==> src/rtl/dma_pkg.sv <==
package dma_pkg;
  typedef enum logic [2:0] {
    ST_IDLE,
    ST_WAIT,
    ST_RD,
    ST_CAP,
    ST_WR
  } dma_state_e;

  localparam logic [1:0] IDX_SRC = 2'd0;
  localparam logic [1:0] IDX_DST = 2'd1;
  localparam logic [1:0] IDX_CNT = 2'd2;
  localparam logic [1:0] IDX_CSR = 2'd3;

  localparam int CSR_GO   = 0;
  localparam int CSR_DONE = 1;
endpackage

==> src/rtl/dma_regs.sv <==
module dma_regs
  import dma_pkg::*;
#(
  parameter int RW = 16,
  parameter int AW = 16,
  parameter int CW = 16
) (
  input  logic          clk,
  input  logic          rst,
  input  logic          reg_we,
  input  logic          reg_re,
  input  logic [1:0]    reg_addr,
  input  logic [RW-1:0] reg_wdata,
  input  logic          busy,
  input  logic          finish,
  input  logic [AW-1:0] cur_src,
  input  logic [AW-1:0] cur_dst,
  input  logic [CW-1:0] cur_cnt,
  output logic          ld_src,
  output logic          ld_dst,
  output logic          ld_cnt,
  output logic          go,
  output logic [RW-1:0] reg_rdata,
  output logic          irq
);
  logic done_q;
  logic clr_done;

  // Loads and start are only honoured while idle.
  assign ld_src   = reg_we && (reg_addr == IDX_SRC) && !busy;
  assign ld_dst   = reg_we && (reg_addr == IDX_DST) && !busy;
  assign ld_cnt   = reg_we && (reg_addr == IDX_CNT) && !busy;
  assign go       = reg_we && (reg_addr == IDX_CSR) && reg_wdata[CSR_GO] && !busy;
  assign clr_done = reg_we && (reg_addr == IDX_CSR) && reg_wdata[CSR_DONE];

  always_ff @(posedge clk) begin
    if (rst) done_q <= 1'b0;
    else if (finish) done_q <= 1'b1;
    else if (clr_done) done_q <= 1'b0;
  end

  assign irq = done_q;

  always_ff @(posedge clk) begin
    if (rst) begin
      reg_rdata <= '0;
    end else if (reg_re) begin
      unique case (reg_addr)
        IDX_SRC: reg_rdata <= RW'(cur_src);
        IDX_DST: reg_rdata <= RW'(cur_dst);
        IDX_CNT: reg_rdata <= RW'(cur_cnt);
        default: begin
          reg_rdata           <= '0;
          reg_rdata[CSR_GO]   <= busy;
          reg_rdata[CSR_DONE] <= done_q;
        end
      endcase
    end
  end

  // interrupt holds until software clears it
  assert_irq_hold_R8: assert property (@(posedge clk) disable iff (rst)
    irq && !clr_done |=> irq);
  // interrupt rises only after a completion
  assert_irq_cause_R8: assert property (@(posedge clk) disable iff (rst)
    $rose(irq) |-> $past(finish));
endmodule

==> src/rtl/dma_engine.sv <==
module dma_engine
  import dma_pkg::*;
#(
  parameter int AW = 16,
  parameter int CW = 16,
  parameter int DW = 8,
  parameter int RW = 16
) (
  input  logic          clk,
  input  logic          rst,
  input  logic          ld_src,
  input  logic          ld_dst,
  input  logic          ld_cnt,
  input  logic          go,
  input  logic [RW-1:0] ld_data,
  input  logic          dma_req,
  input  logic          bus_gnt,
  input  logic [DW-1:0] mem_rdata,
  output logic          busy,
  output logic          finish,
  output logic [AW-1:0] cur_src,
  output logic [AW-1:0] cur_dst,
  output logic [CW-1:0] cur_cnt,
  output logic          dma_ack,
  output logic          bus_req,
  output logic          mem_rd,
  output logic          mem_wr,
  output logic [AW-1:0] mem_addr,
  output logic [DW-1:0] mem_wdata
);
  localparam logic [CW-1:0] CNT_ONE = CW'(1);

  dma_state_e state;

  assign busy = (state != ST_IDLE);

  always_ff @(posedge clk) begin
    if (rst) begin
      state     <= ST_IDLE;
      cur_src   <= '0;
      cur_dst   <= '0;
      cur_cnt   <= '0;
      finish    <= 1'b0;
      dma_ack   <= 1'b0;
      bus_req   <= 1'b0;
      mem_rd    <= 1'b0;
      mem_wr    <= 1'b0;
      mem_addr  <= '0;
      mem_wdata <= '0;
    end else begin
      finish <= 1'b0;
      unique case (state)
        ST_IDLE: begin
          if (ld_src) cur_src <= ld_data[AW-1:0];
          if (ld_dst) cur_dst <= ld_data[AW-1:0];
          if (ld_cnt) cur_cnt <= ld_data[CW-1:0];
          if (go) begin
            if (cur_cnt == '0) begin
              finish <= 1'b1;
            end else begin
              bus_req <= 1'b1;
              state   <= ST_WAIT;
            end
          end
        end
        ST_WAIT: begin
          if (bus_gnt && dma_req) begin
            mem_rd   <= 1'b1;
            mem_addr <= cur_src;
            state    <= ST_RD;
          end
        end
        ST_RD: begin
          mem_rd <= 1'b0;
          state  <= ST_CAP;
        end
        ST_CAP: begin
          mem_wr    <= 1'b1;
          mem_addr  <= cur_dst;
          mem_wdata <= mem_rdata;
          dma_ack   <= 1'b1;
          state     <= ST_WR;
        end
        ST_WR: begin
          mem_wr  <= 1'b0;
          dma_ack <= 1'b0;
          cur_src <= cur_src + AW'(1);
          cur_dst <= cur_dst + AW'(1);
          cur_cnt <= cur_cnt - CNT_ONE;
          if (cur_cnt == CNT_ONE) begin
            bus_req <= 1'b0;
            finish  <= 1'b1;
            state   <= ST_IDLE;
          end else begin
            state <= ST_WAIT;
          end
        end
        default: state <= ST_IDLE;
      endcase
    end
  end

  // a read needs grant and device request in the previous cycle
  assert_rd_needs_gnt_R5: assert property (@(posedge clk) disable iff (rst)
    mem_rd |-> $past(bus_gnt) && $past(dma_req));
  // memory cycles only while the bus is requested
  assert_ops_owned_R5: assert property (@(posedge clk) disable iff (rst)
    (mem_rd || mem_wr) |-> bus_req);
  // acknowledge is a one-cycle pulse
  assert_ack_pulse_R6: assert property (@(posedge clk) disable iff (rst)
    dma_ack |=> !dma_ack);
  // a zero count completes without requesting the bus
  assert_zero_count_R7: assert property (@(posedge clk) disable iff (rst)
    go && (cur_cnt == '0) |=> finish && !bus_req);
  // never read and write at once
  assert_no_rw_overlap_R10: assert property (@(posedge clk) disable iff (rst)
    !(mem_rd && mem_wr));
endmodule

==> src/rtl/dma_ctrl.sv <==
module dma_ctrl #(
  parameter int AW = 16,
  parameter int CW = 16,
  parameter int DW = 8,
  parameter int RW = 16
) (
  input  logic          clk,
  input  logic          rst,
  input  logic          reg_we,
  input  logic          reg_re,
  input  logic [1:0]    reg_addr,
  input  logic [RW-1:0] reg_wdata,
  output logic [RW-1:0] reg_rdata,
  output logic          irq,
  input  logic          dma_req,
  output logic          dma_ack,
  output logic          bus_req,
  input  logic          bus_gnt,
  output logic          mem_rd,
  output logic          mem_wr,
  output logic [AW-1:0] mem_addr,
  output logic [DW-1:0] mem_wdata,
  input  logic [DW-1:0] mem_rdata
);
  logic          busy, finish, ld_src, ld_dst, ld_cnt, go;
  logic [AW-1:0] cur_src, cur_dst;
  logic [CW-1:0] cur_cnt;

  dma_regs #(.RW(RW), .AW(AW), .CW(CW)) u_regs (
    .clk(clk), .rst(rst),
    .reg_we(reg_we), .reg_re(reg_re), .reg_addr(reg_addr), .reg_wdata(reg_wdata),
    .busy(busy), .finish(finish),
    .cur_src(cur_src), .cur_dst(cur_dst), .cur_cnt(cur_cnt),
    .ld_src(ld_src), .ld_dst(ld_dst), .ld_cnt(ld_cnt), .go(go),
    .reg_rdata(reg_rdata), .irq(irq)
  );

  dma_engine #(.AW(AW), .CW(CW), .DW(DW), .RW(RW)) u_engine (
    .clk(clk), .rst(rst),
    .ld_src(ld_src), .ld_dst(ld_dst), .ld_cnt(ld_cnt), .go(go),
    .ld_data(reg_wdata),
    .dma_req(dma_req), .bus_gnt(bus_gnt), .mem_rdata(mem_rdata),
    .busy(busy), .finish(finish),
    .cur_src(cur_src), .cur_dst(cur_dst), .cur_cnt(cur_cnt),
    .dma_ack(dma_ack), .bus_req(bus_req),
    .mem_rd(mem_rd), .mem_wr(mem_wr), .mem_addr(mem_addr), .mem_wdata(mem_wdata)
  );
endmodule

==> config.mk <==
export PLATFORM = sky130hd
export DESIGN_NAME = dma_ctrl
export DESIGN_NICKNAME = d
export VERILOG_FILES = /design/src/rtl/dma_pkg.sv /design/src/rtl/dma_regs.sv /design/src/rtl/dma_engine.sv /design/src/rtl/dma_ctrl.sv
export SDC_FILE = /design/constraint.sdc
export NUM_CORES = 1
export LEC_CHECK = 0
export BUFFER_PORTS_ARGS = -buffer_cell sky130_fd_sc_hd__buf_4
export CELL_PAD_IN_SITES_DETAIL_PLACEMENT = 0
export CELL_PAD_IN_SITES_GLOBAL_PLACEMENT = 1
export CORE_ASPECT_RATIO = 1.25
export CORE_MARGIN = 4
export CORE_UTILIZATION = 46
export CTS_BUF_LIST = sky130_fd_sc_hd__clkbuf_4 sky130_fd_sc_hd__clkbuf_8
export DETAILED_ROUTE_END_ITERATION = 12
export HOLD_SLACK_MARGIN = 0.06
export PLACE_DENSITY = 0.83
export SLEW_MARGIN = 10
export SYNTH_ARGS = -nofsm -noshare
export SYNTH_HDL_FRONTEND = slang
export SYNTH_SLANG_ARGS = --single-unit
==> constraint.sdc <==
create_clock -name clk -period 5.1 [get_ports clk]
set_clock_uncertainty 0.1 [all_clocks]
set_input_delay 0.765 -clock clk [delete_from_list [all_inputs] [get_ports clk]]
set_output_delay 0.765 -clock clk [all_outputs]
set_load 0.1 [all_outputs]
Yosys cells after proc, flatten, opt, wreduce, memory -nomap -nowiden
Index checks and enable logic that the tools add are counted.
Word-level totals
  flip-flop bits (word level): 96
  bits of input ports: 32
  word-level logic and storage cells: 85
Cells by class
  $add $sub $neg: 3
  equal/unequal tests: 15
  multiplexer cells: 27
  reductions and logical operators: 28
Operators by type and width (number)
  $pmux 16 s2: 4
  $mux 16: 4
  $pmux 16 s3: 1
  $add 16x1->16 const B: 2
  $eq 16x1->1 const B: 1
  $logic_not 16->1: 1
  $sub 16x1->16 const B: 1
  $pmux 3 s5: 1
  $logic_and 1x1->1: 11
  $mux 1: 10
  $ne 2x2->1 const B: 5
  $reduce_and 2->1: 5
  $reduce_bool 2->1: 5
  $mux 3: 3
  $pmux 1 s2: 4
  $eq 3x2->1 const B: 2
  $eq 2x2->1 const B: 2
  $ne 2x1->1 const B: 2
  $reduce_and 4->1: 1
  $eq 3x1->1 const B: 1
  $eq 3x3->1 const B: 1
  $logic_not 3->1: 1
  $reduce_and 3->1: 1
  $reduce_bool 3->1: 1
  3 further kinds: 3

Logic depth before layout (Yosys ltp)
Gate-level depths: netlist of the first run.
  depth in word-level cells: 6
  gate-level depth with buffers: 8

By module
A second synthesis of the first run with hierarchy kept.
Unflattened totals
  cells, all modules: 667
  area, all modules: 5475.3 um2
By module, submodules not included
  dma_engine: instances 1, cells each 569, area an instance 4518.1 um2
  dma_regs: instances 1, cells each 98, area an instance 957.2 um2

Worst setup path after synthesis of the first run
No wires, ideal clock.
  path kind: register to output
  start point: register u_engine.dma_ack (netlist name)
  end point: output mem_wr
  arrival time: 1.373 ns
  required time: 4.235 ns
  setup slack: 2.862 ns
  stages on the path, launching flop included: 2
  path buffers: 1
  path through: dfxtp_1 buf_4
RTL lines
  end: declaration: line dma_ctrl.sv:20  | output logic mem_wr,

Worst setup path in the final report of the first run
  start point: register u_engine.state[2]
  end point: register u_engine.cur_cnt[8]
Between the ends
  cells in the longest elaborated chain, start to end: 5
Ends and longest elaborated chain
  start: declaration: line dma_engine.sv:33  | dma_state_e state;
  start signal: assignment: line dma_engine.sv:39  | state <= ST_IDLE;
  start signal: assignment: line dma_engine.sv:62  | state <= ST_WAIT;
  start signal: assignment: line dma_engine.sv:70  | state <= ST_RD;
  $reduce_bool 3->1: line dma_engine.sv:35  | assign busy = (state != ST_IDLE);
  $logic_not 1->1: line dma_regs.sv:32  | assign ld_cnt = reg_we && (reg_addr == IDX_CNT) && !busy;
  $logic_and 1x1->1: line dma_regs.sv:32
  $ne 2x2->1 (no source line)
  $reduce_and 2->1 (no source line)
  end signal: assignment: line dma_engine.sv:56  | if (ld_cnt) cur_cnt <= ld_data[CW-1:0];
  end signal: assignment: line dma_engine.sv:89  | cur_cnt <= cur_cnt - CNT_ONE;
  end: declaration: line dma_engine.sv:23  | output logic [CW-1:0] cur_cnt,
Parallel ways exist; a longest one is shown, timed or not.
A chain may end at the register's enable or synchronous reset.

==> summary.txt, run 1 <==
Yosys
  • Post-Syn Area: around 5200 um^2
  • Cells after Synth: 661
  • Mapped Nets: roughly 700
  • Post-synthesis sequential area ratio: 0.369
  • Synth Flop Type: dfxtp_1
  • #FFs+latches synth: 96
  • Post-synthesis async set-or-reset flop share: 0
  • Post-synth EDFFs: 0
  • Yosys warning count: 0
  • Distinct cells, synth: between 60 and 70
  • Syn avg cell area: between 7 and 8 um^2

Power
  • Peak VDD IR: between 0.1 and 0.15 mV
  • Seq pwr share: 0.499
  • Comb power frac: 0.165
  • P_int: 1.12 mW
  • Sw Pwr: 0.506 mW
  • Sw Ratio: 0.310
  • LEAKAGE: approximately 2.1 nW
  • Clock Power Share: 0.335
  • Pwr Density: 273 nW/um^2

Clock tree
  • CTS sink cnt: 96
  • Worst-Skew Late Latency: roughly 0.37 ns
  • Hold_buf cts: 0
  • H-tree depth: 3
  • Post-CTS sizing: 0
  • Clk root buf: clkbuf_8
  • CTS tree: done
  • Clock-pin slew on the worst setup and hold paths: around 0.09 ns
  • Post-CTS Setup Inserts: 0
  • Clk buf depth: 2
  • CTS buffer count: 9

Critical path
  • CP max FO: 35
  • Kind of critical path: register to register
  • Worst path required time: 5.30 ns
  • CP Capture Type: register
  • Worst reg-to-reg path cell count: 4
  • FF-to-FF setup slack: approximately 2.4 ns
  • CP Launch Type: register
  • Worst R2R End: u_engine.cur_cnt[8]
  • Reg2Reg Launch Point: u_engine.state[2]
  • CP arrival: a little under 3 ns

STA
  • Final setup margin: ~2.4 ns
  • Slew Limit Fails: 0
  • Max Clock Freq: 365 MHz
  • Final TNS setup: 0 ns
  • Final hold viol count: 0
  • Fin crit period: about 2.7 ns
  • Fin crit share: 0.537
  • Worst-Margin Slew: between 1 and 1.5 ns
  • Unrepaired setup endpoints after global routing: no
  • Setup violators final: 0
  • Relative slew slack: 0.247

Die
  • Die area: between 10000 and 15000 um^2
  • Number of top-level pins: between 70 and 80
  • Core Region: around 11000 um^2
  • Die W: 103 um
  • Row count: 43
  • Effective utilization at floorplan: 0.469
  • DIE HEIGHT: 127 um

Routing
  • DR pass1 iterations: 6
  • Post-DR wirelength/cell: 20.6 um
  • Vias: ~5400
  • Vias/cell: between 6 and 7
  • 1st-iter DRT viols: 647
  • Final wirelength: between 15 and 20 mm
  • DRC violations left: 0
  • Number of routed nets with antenna violations: 0

Place
  • Port bufs: 76
  • Hpwl dp: between 10 and 15 mm
  • Post-Place Setup Slack: ~2.3 ns
  • Routability cong.: between 0.9 and 1

GRT
  • Vias in the first global route: a little over 5000
  • Overall routing resource usage: 0.268
  • GRT overflow: 0
  • Largest net degree at the start of global routing: 66
  • Initial antenna violation count: 0
  • First-pass GRT wire length: roughly 28 mm

Cells and area
  • Total Nets Final: ~730
  • Layout cell share with drive strength beyond 1: 0.170
  • Area Growth Syn to Fin: 14.6%
  • Diode count: 0

Outcome
  • Outcome: completed

Worst hold path
  • Hold Path End: u_regs.irq
  • Hold path cells: 2
  • Hold Crit Start: u_engine.finish
  • Worst Hold Class: register to register

Job
  • Max cap viols: 0
[cell type report]
type | count | area, um^2
timing repair buffer | 81 | 608
clock buffer | 12 | 165
tap | 135 | 169
multi-input combinational | 494 | 2990
inverter | 14 | 52.6
fill | 1103 | 5120
sequential | 96 | 1920
clock inverter | 4 | 51.3
[state kept, by name, summed over array words and instances (netlist names)]
| name | cells |
|---|---|
| u_engine.cur_cnt | 16 |
| u_engine.cur_dst | 16 |
| u_engine.cur_src | 16 |
| u_engine.mem_addr | 16 |
| u_regs.reg_rdata | 16 |
| u_engine.mem_wdata | 8 |
| u_engine.state | 3 |
| u_engine.bus_req | 1 |
| u_engine.dma_ack | 1 |
| u_engine.finish | 1 |
| u_engine.mem_rd | 1 |
| u_regs.irq | 1 |
[placed cells by master, fill, tap and decap left out, types with 7 or more instances in the layout]
| master | instances |
|---|---|
| a211oi_1 | 22 |
| a21oi_1 | 53 |
| a311oi_1 | 19 |
| a31oi_1 | 23 |
| and2_1 | 7 |
| and3_1 | 10 |
| buf_4 | 81 |
| clkbuf_8 | 12 |
| dfxtp_1 | 96 |
| inv_1 | 14 |
| mux2i_1 | 17 |
| nand2_1 | 89 |
| nand3_1 | 21 |
| nand4_1 | 14 |
| nor2_1 | 71 |
| nor3_1 | 14 |
| o211ai_1 | 10 |
| o21ai_0 | 21 |
| or3_1 | 9 |
[kinds of logic after synthesis]
logic type | count (synthesis) | synth area share
compound gates | 184 | 0.237
xor+xnor | 2 | 0.00337
fa+ha+maj | 4 | 0.00962
buf+inv | 71 | 0.0584
flops | 96 | 0.369
mux | 24 | 0.0529
simple gates | 280 | 0.269
[power groups by stage]
stage | Sequential, mW | Combinational (mW) | Clock (mW)
6_report | 0.814 | 0.270 | 0.546
5_1_grt | 0.817 | 0.287 | 0.586
4_1_cts | 0.812 | 0.268 | 0.552
3_5_place_dp | 0.830 | 0.267 | 0
3_3_place_gp | 0.829 | 0.265 | 0
2_1_floorplan | 0.888 | 0.124 | 0
[per-stage QoR]
| step | total power [mW] | area [um^2] | hold WS (ns) | util | std cells |
|---|---|---|---|---|---|
| after floorplan | 1.01 | 5200 | 0.313 | - | 661 |
| after global routing | 1.69 | 5960 | 0.383 | 0.538 | 836 |
| after global placement | 1.09 | 5740 | 0.332 | 0.518 | 820 |
| after detailed placement | 1.10 | 5740 | 0.337 | 0.518 | 820 |
| final | 1.63 | 5960 | 0.350 | 0.538 | 836 |
| after CTS | 1.63 | 5960 | 0.355 | 0.538 | 836 |
[worst max-delay path: stages, from the launching register on]
cell	delay, ns
dfxtp_1	0.63
or3b_1	0.86
buf_4	0.43
or3_2	0.47
a31oi_1	0.16
[worst max-delay path by stage]
stage	startpoint	end	slack (ns)
floorplan	u_engine.dma_ack	mem_wr	2.86
global placement	reg_addr[1]	u_engine.cur_dst[12]	2.36
detailed placement	reg_addr[1]	u_engine.cur_dst[12]	2.31
CTS	u_engine.state[2]	u_engine.cur_cnt[15]	2.39
global route	u_engine.state[2]	u_engine.cur_src[13]	2.20
finish	u_engine.state[2]	u_engine.cur_cnt[8]	2.36
[cell usage after synthesis (3+ instances only)]
library cell,number,share of area
dfxtp_1,96,0.37
nand2_1,89,0.064
nor2_1,71,0.051
a21oi_1,53,0.051
clkbuf_1,36,0.026
a31oi_1,23,0.028
a211oi_1,22,0.032
nand3_1,21,0.020
o21ai_0,21,0.020
a311oi_1,19,0.032
mux2i_1,17,0.033
nor3_1,16,0.015
buf_2,14,0.013
inv_1,14,0.010
nand4_1,14,0.017
and3_1,10,0.012
o211ai_1,10,0.014
or3_1,9,0.011
and2_1,7,0.0084
and4_1,6,0.010
nor4_1,6,0.0072
o311ai_0,6,0.010
or4_1,6,0.0087
a32oi_1,4,0.0067
ha_1,4,0.0096
mux2_2,4,0.0087
a2bb2oi_1,3,0.0051
a41oi_1,3,0.0051
buf_1,3,0.0022
nand3b_1,3,0.0043
[metal layers]
layer / part of all wire / GRT usage
met1: 0.41 / 0.359
met2: 0.47 / 0.426
met3: 0.077 / 0.0369
met4: 0.038 / 0.119
met5: 0 / 0
(Power assumes the default switching activity.)
==> run 2: changes to the inputs <==
- ABC_AREA: default -> 1
- CORE_UTILIZATION: 46 -> 42
- PLACE_DENSITY: 0.83 -> 0.8
- clock period: 5.1 -> 2.6 ns (I/O delays scaled with it)
==> run 2 against run 1 <==
Total power is 91% higher. Worst hold slack worse by 0.19 ns. First-iteration DRC count is 47% lower. Count of clock-buffer cells in the layout is 1 lower. Final area is 1.3% higher. Die area is 9.5% higher. Sequential share of layout area is 0.43 points lower. Clock power is 87% higher. Critical path depth is 4 higher. Critical endpoint is now u_engine.cur_dst[6]. Register-to-register slack worse by 1.8 ns.
==> summary.txt, run 2 <==
Die
  • Core Region: 12200 um^2 (+9.7%)
  • Number of top-level pins: 77 (unchanged)
  • Row count: 45 (+4.7%)
  • Die W: 108 um (+4.6%)
  • Die area: 14300 um^2 (+9.5%)
  • Effective utilization at floorplan: 0.431 (-0.0386)
  • DIE HEIGHT: 133 um (+4.7%)

Yosys
  • Syn avg cell area: 6.52 um^2 (-17%)
  • Mapped Nets: 840 (+21%)
  • Synth area leaders: dfxtp_1 37%, nand2_1 13%, o21ai_0 9.3%, nor2_1 7.4%, a21oi_1 5.8%
  • Commonest cells post-synth: 178 x nand2_1, 103 x nor2_1, 97 x o21ai_0, 96 x dfxtp_1, 79 x inv_1
  • Synth Flop Type: dfxtp_1
  • Synth area leader: dfxtp_1
  • #FFs+latches synth: 96 (unchanged)
  • Post-Syn Area: 5240 um^2 (+0.70%)
  • Cells after Synth: 804 (+22%)
  • Top-area cell type share of the netlist area: 0.367 (-0.00256)
  • Post-synth EDFFs: 0 (unchanged)
  • Yosys warning count: 0 (unchanged)
  • Post-synthesis async set-or-reset flop share: 0 (unchanged)
  • Post-synthesis sequential area ratio: 0.367 (-0.00256)
  • Distinct cells, synth: 33 (-52%)
  • Count leader, synth: nand2_1

STA
  • Fin crit share: 0.792 (+0.256)
  • Max Clock Freq: 485 MHz (+33%)
  • Worst-Margin Slew: 0.816 ns (-0.305 ns)
  • Final hold viol count: 0 (unchanged)
  • Unrepaired setup endpoints after global routing: no
  • Final TNS setup: 0 ns (unchanged)
  • Slew Limit Fails: 0 (unchanged)
  • Relative slew slack: 0.455 (+0.208)
  • Setup violators final: 0 (unchanged)
  • Fin crit period: 2.06 ns (-0.677 ns)

Routing
  • Post-DR wirelength/cell: 16.4 um (-20%)
  • Vias: 5571 (+2.5%)
  • DRC violations left: 0 (unchanged)
  • Vias/cell: 5.42 (-17%)
  • Number of routed nets with antenna violations: 0 (unchanged)
  • DR pass1 iterations: 6 (unchanged)
  • Final wirelength: 16.9 mm (-1.9%)
  • 1st-iter DRT viols: 340 (-47%)

Power
  • LEAKAGE: 2.37 nW (+11%)
  • Sw Pwr: 0.982 mW (+94%)
  • Power Total: 3.12 mW (+91%)
  • Peak VDD IR: 0.224 mV (+86%)
  • Comb power frac: 0.166 (about the same)
  • P_int: 2.13 mW (+90%)
  • Seq pwr share: 0.505 (+0.006)
  • Sw Ratio: 0.315 (+0.00476)
  • Clock Power Share: 0.329 (-0.006)
  • Pwr Density: 516 nW/um^2 (+89%)

Clock tree
  • Post-CTS Setup Inserts: 0 (unchanged)
  • Post-CTS sizing: 0 (unchanged)
  • H-tree depth: 3 (unchanged)
  • CTS buffer count: 9 (unchanged)
  • Clk buf depth: 2 (unchanged)
  • CTS sink cnt: 96 (unchanged)
  • Worst-Skew Late Latency: 0.38 ns (about the same)
  • CTS tree: done
  • Clk root buf: clkbuf_8
  • Hold_buf cts: 0 (unchanged)
  • Clock-pin slew on the worst setup and hold paths: 0.10 ns (about the same)

GRT
  • GRT overflow: 0 (unchanged)
  • Vias in the first global route: 5125 (+0.61%)
  • First-pass GRT wire length: 26.8 mm (-2.6%)
  • Initial antenna violation count: 0 (unchanged)
  • Overall routing resource usage: 0.237 (-0.0314)
  • Largest net degree at the start of global routing: 54 (-18%)

Place
  • Hpwl dp: 12.6 mm (+3.5%)
  • # placed instances: 1012 (+23%)
  • Port bufs: 76 (unchanged)
  • Routability cong.: 0.937 (-1.9%)

Cells and area
  • Commonest cells after routing, fill and taps aside: 178 x nand2_1, 103 x nor2_1, 97 x o21ai_0, 96 x dfxtp_1, 80 x buf_4
  • Layout cell share with drive strength beyond 1: 0.139 (-0.0309)
  • Diode count: 0 (unchanged)
  • Total Nets Final: 895 (+22%)
  • Area Growth Syn to Fin: 15.3%
  • Commonest non-fill, non-tap cell in the layout: nand2_1
  • Non-Filler Instances: 1028 (+23%)

Critical path
  • Max stage delay on crit path: 0.39 ns (-0.47 ns)
  • Worst path required time: 2.83 ns (-2.47 ns)
  • Critical-path cell list: nor2_4 > nand2_4 > inv_2 > buf_4 > o21ai_1 > a21oi_1 > o21ai_0 > inv_1
  • CP max-delay cell: dfxtp_1
  • Crit path buf inv count: 3 (+2)
  • Kind of critical path: register to register
  • CP delay by family, top: buffers and inverters
  • Worst R2R End: u_engine.cur_dst[6]
  • CP Launch Type: register
  • CP Capture Type: register
  • CP max FO: 27 (-23%)
  • CP arrival: 2.29 ns (-0.65 ns)
  • Reg2Reg Launch Point: u_engine.state[0]
  • FF-to-FF setup slack: 0.54 ns (-1.82 ns)
  • Worst reg-to-reg path cell count: 8 (+4)

Job
  • Max cap viols: 0 (unchanged)

Worst hold path
  • Hold Crit Start: mem_rdata[5]
  • Worst Hold Class: primary input to register
  • Hold path cells: 3 (+1)
  • Hold Path End: u_engine.mem_wdata[5]

Outcome
  • Outcome: completed
[run 2: changes by cell type after synthesis, sizes merged, moves of 17 or more]
| cell | previous run | this run |
|---|---|---|
| inv | 14 | 88 |
| nand3 | 21 | 49 |
| nand2 | 89 | 185 |
| a211oi | 22 | 0 |
| nor2 | 71 | 107 |
| a311oi | 19 | 0 |
| clkbuf | 37 | 19 |
| mux2i | 17 | 0 |
| o21ai | 22 | 105 |
[run 2: area by class of cell]
type / count / area, um^2
repair buffers: 80 / 601
multi-input cells: 584 / 2780
clock buffers: 11 / 139
well taps: 164 / 205
inverters: 88 / 335
fillers: 1330 / 6120
flip-flops and latches: 96 / 1920
clock inverters: 5 / 57.6
[run 2: how the worst max path moves through the flow]
| stage | slack (ns) | from | to | cells after the start |
|---|---|---|---|---|
| final | 0.54 | u_engine.state[0] | u_engine.cur_dst[6] | 8 |
| after global routing | 0.41 | u_engine.state[0] | u_engine.cur_dst[6] | 8 |
| after CTS | 0.56 | u_engine.state[0] | u_engine.cur_dst[6] | 8 |
| after detailed placement | 0.59 | reg_addr[0] | u_engine.cur_src[10] | 11 |
| after global placement | 0.64 | reg_addr[0] | u_engine.cur_src[10] | 11 |
| after floorplan | 0.74 | u_engine.dma_ack | mem_wr | 1 |
[run 2: power groups by stage]
stage               Sequential, mW  Combinational [mW]  Clock [mW]
finish                        1.57               0.518        1.02
global route                  1.58               0.567        1.10
CTS                           1.57               0.515        1.04
detailed placement            1.61               0.513           0
global placement              1.61               0.511           0
floorplan                     1.68               0.280           0
[run 2: cells by family after synthesis]
kind of cell             synth area share
XOR/XNOR                          0.00502
adder cells (fa/ha/maj)           0.00955
buffers and inverters               0.102
flip-flops                          0.367
AND/OR/NAND/NOR                     0.289
AO/OA/AOI/OAI                       0.228
[run 2: stage by stage]
step | worst slack, ns | area, um^2 | hold WS, ns | utilization
after floorplan | 0.736 | 5240 | 0.313 | -
after global placement | 0.638 | 5840 | 0.338 | 0.481
after detailed placement | 0.590 | 5840 | 0.339 | 0.481
after CTS | 0.559 | 6040 | 0.153 | 0.497
after global routing | 0.407 | 6040 | 0.144 | 0.497
final | 0.540 | 6040 | 0.156 | 0.497
[run 2: routing by layer]
metal	track usage	up-vias	wire, um
met5	0	-	0
met4	0.0737	0	313
met3	0.0390	24	907
met2	0.393	187	8290
met1	0.312	2587	7380
li1	-	2773	-
[run 2: worst min-delay path, stage by stage]
cell	delay, ns
buf_4	0.07
o21ai_0	0.07
nor2_1	0.07
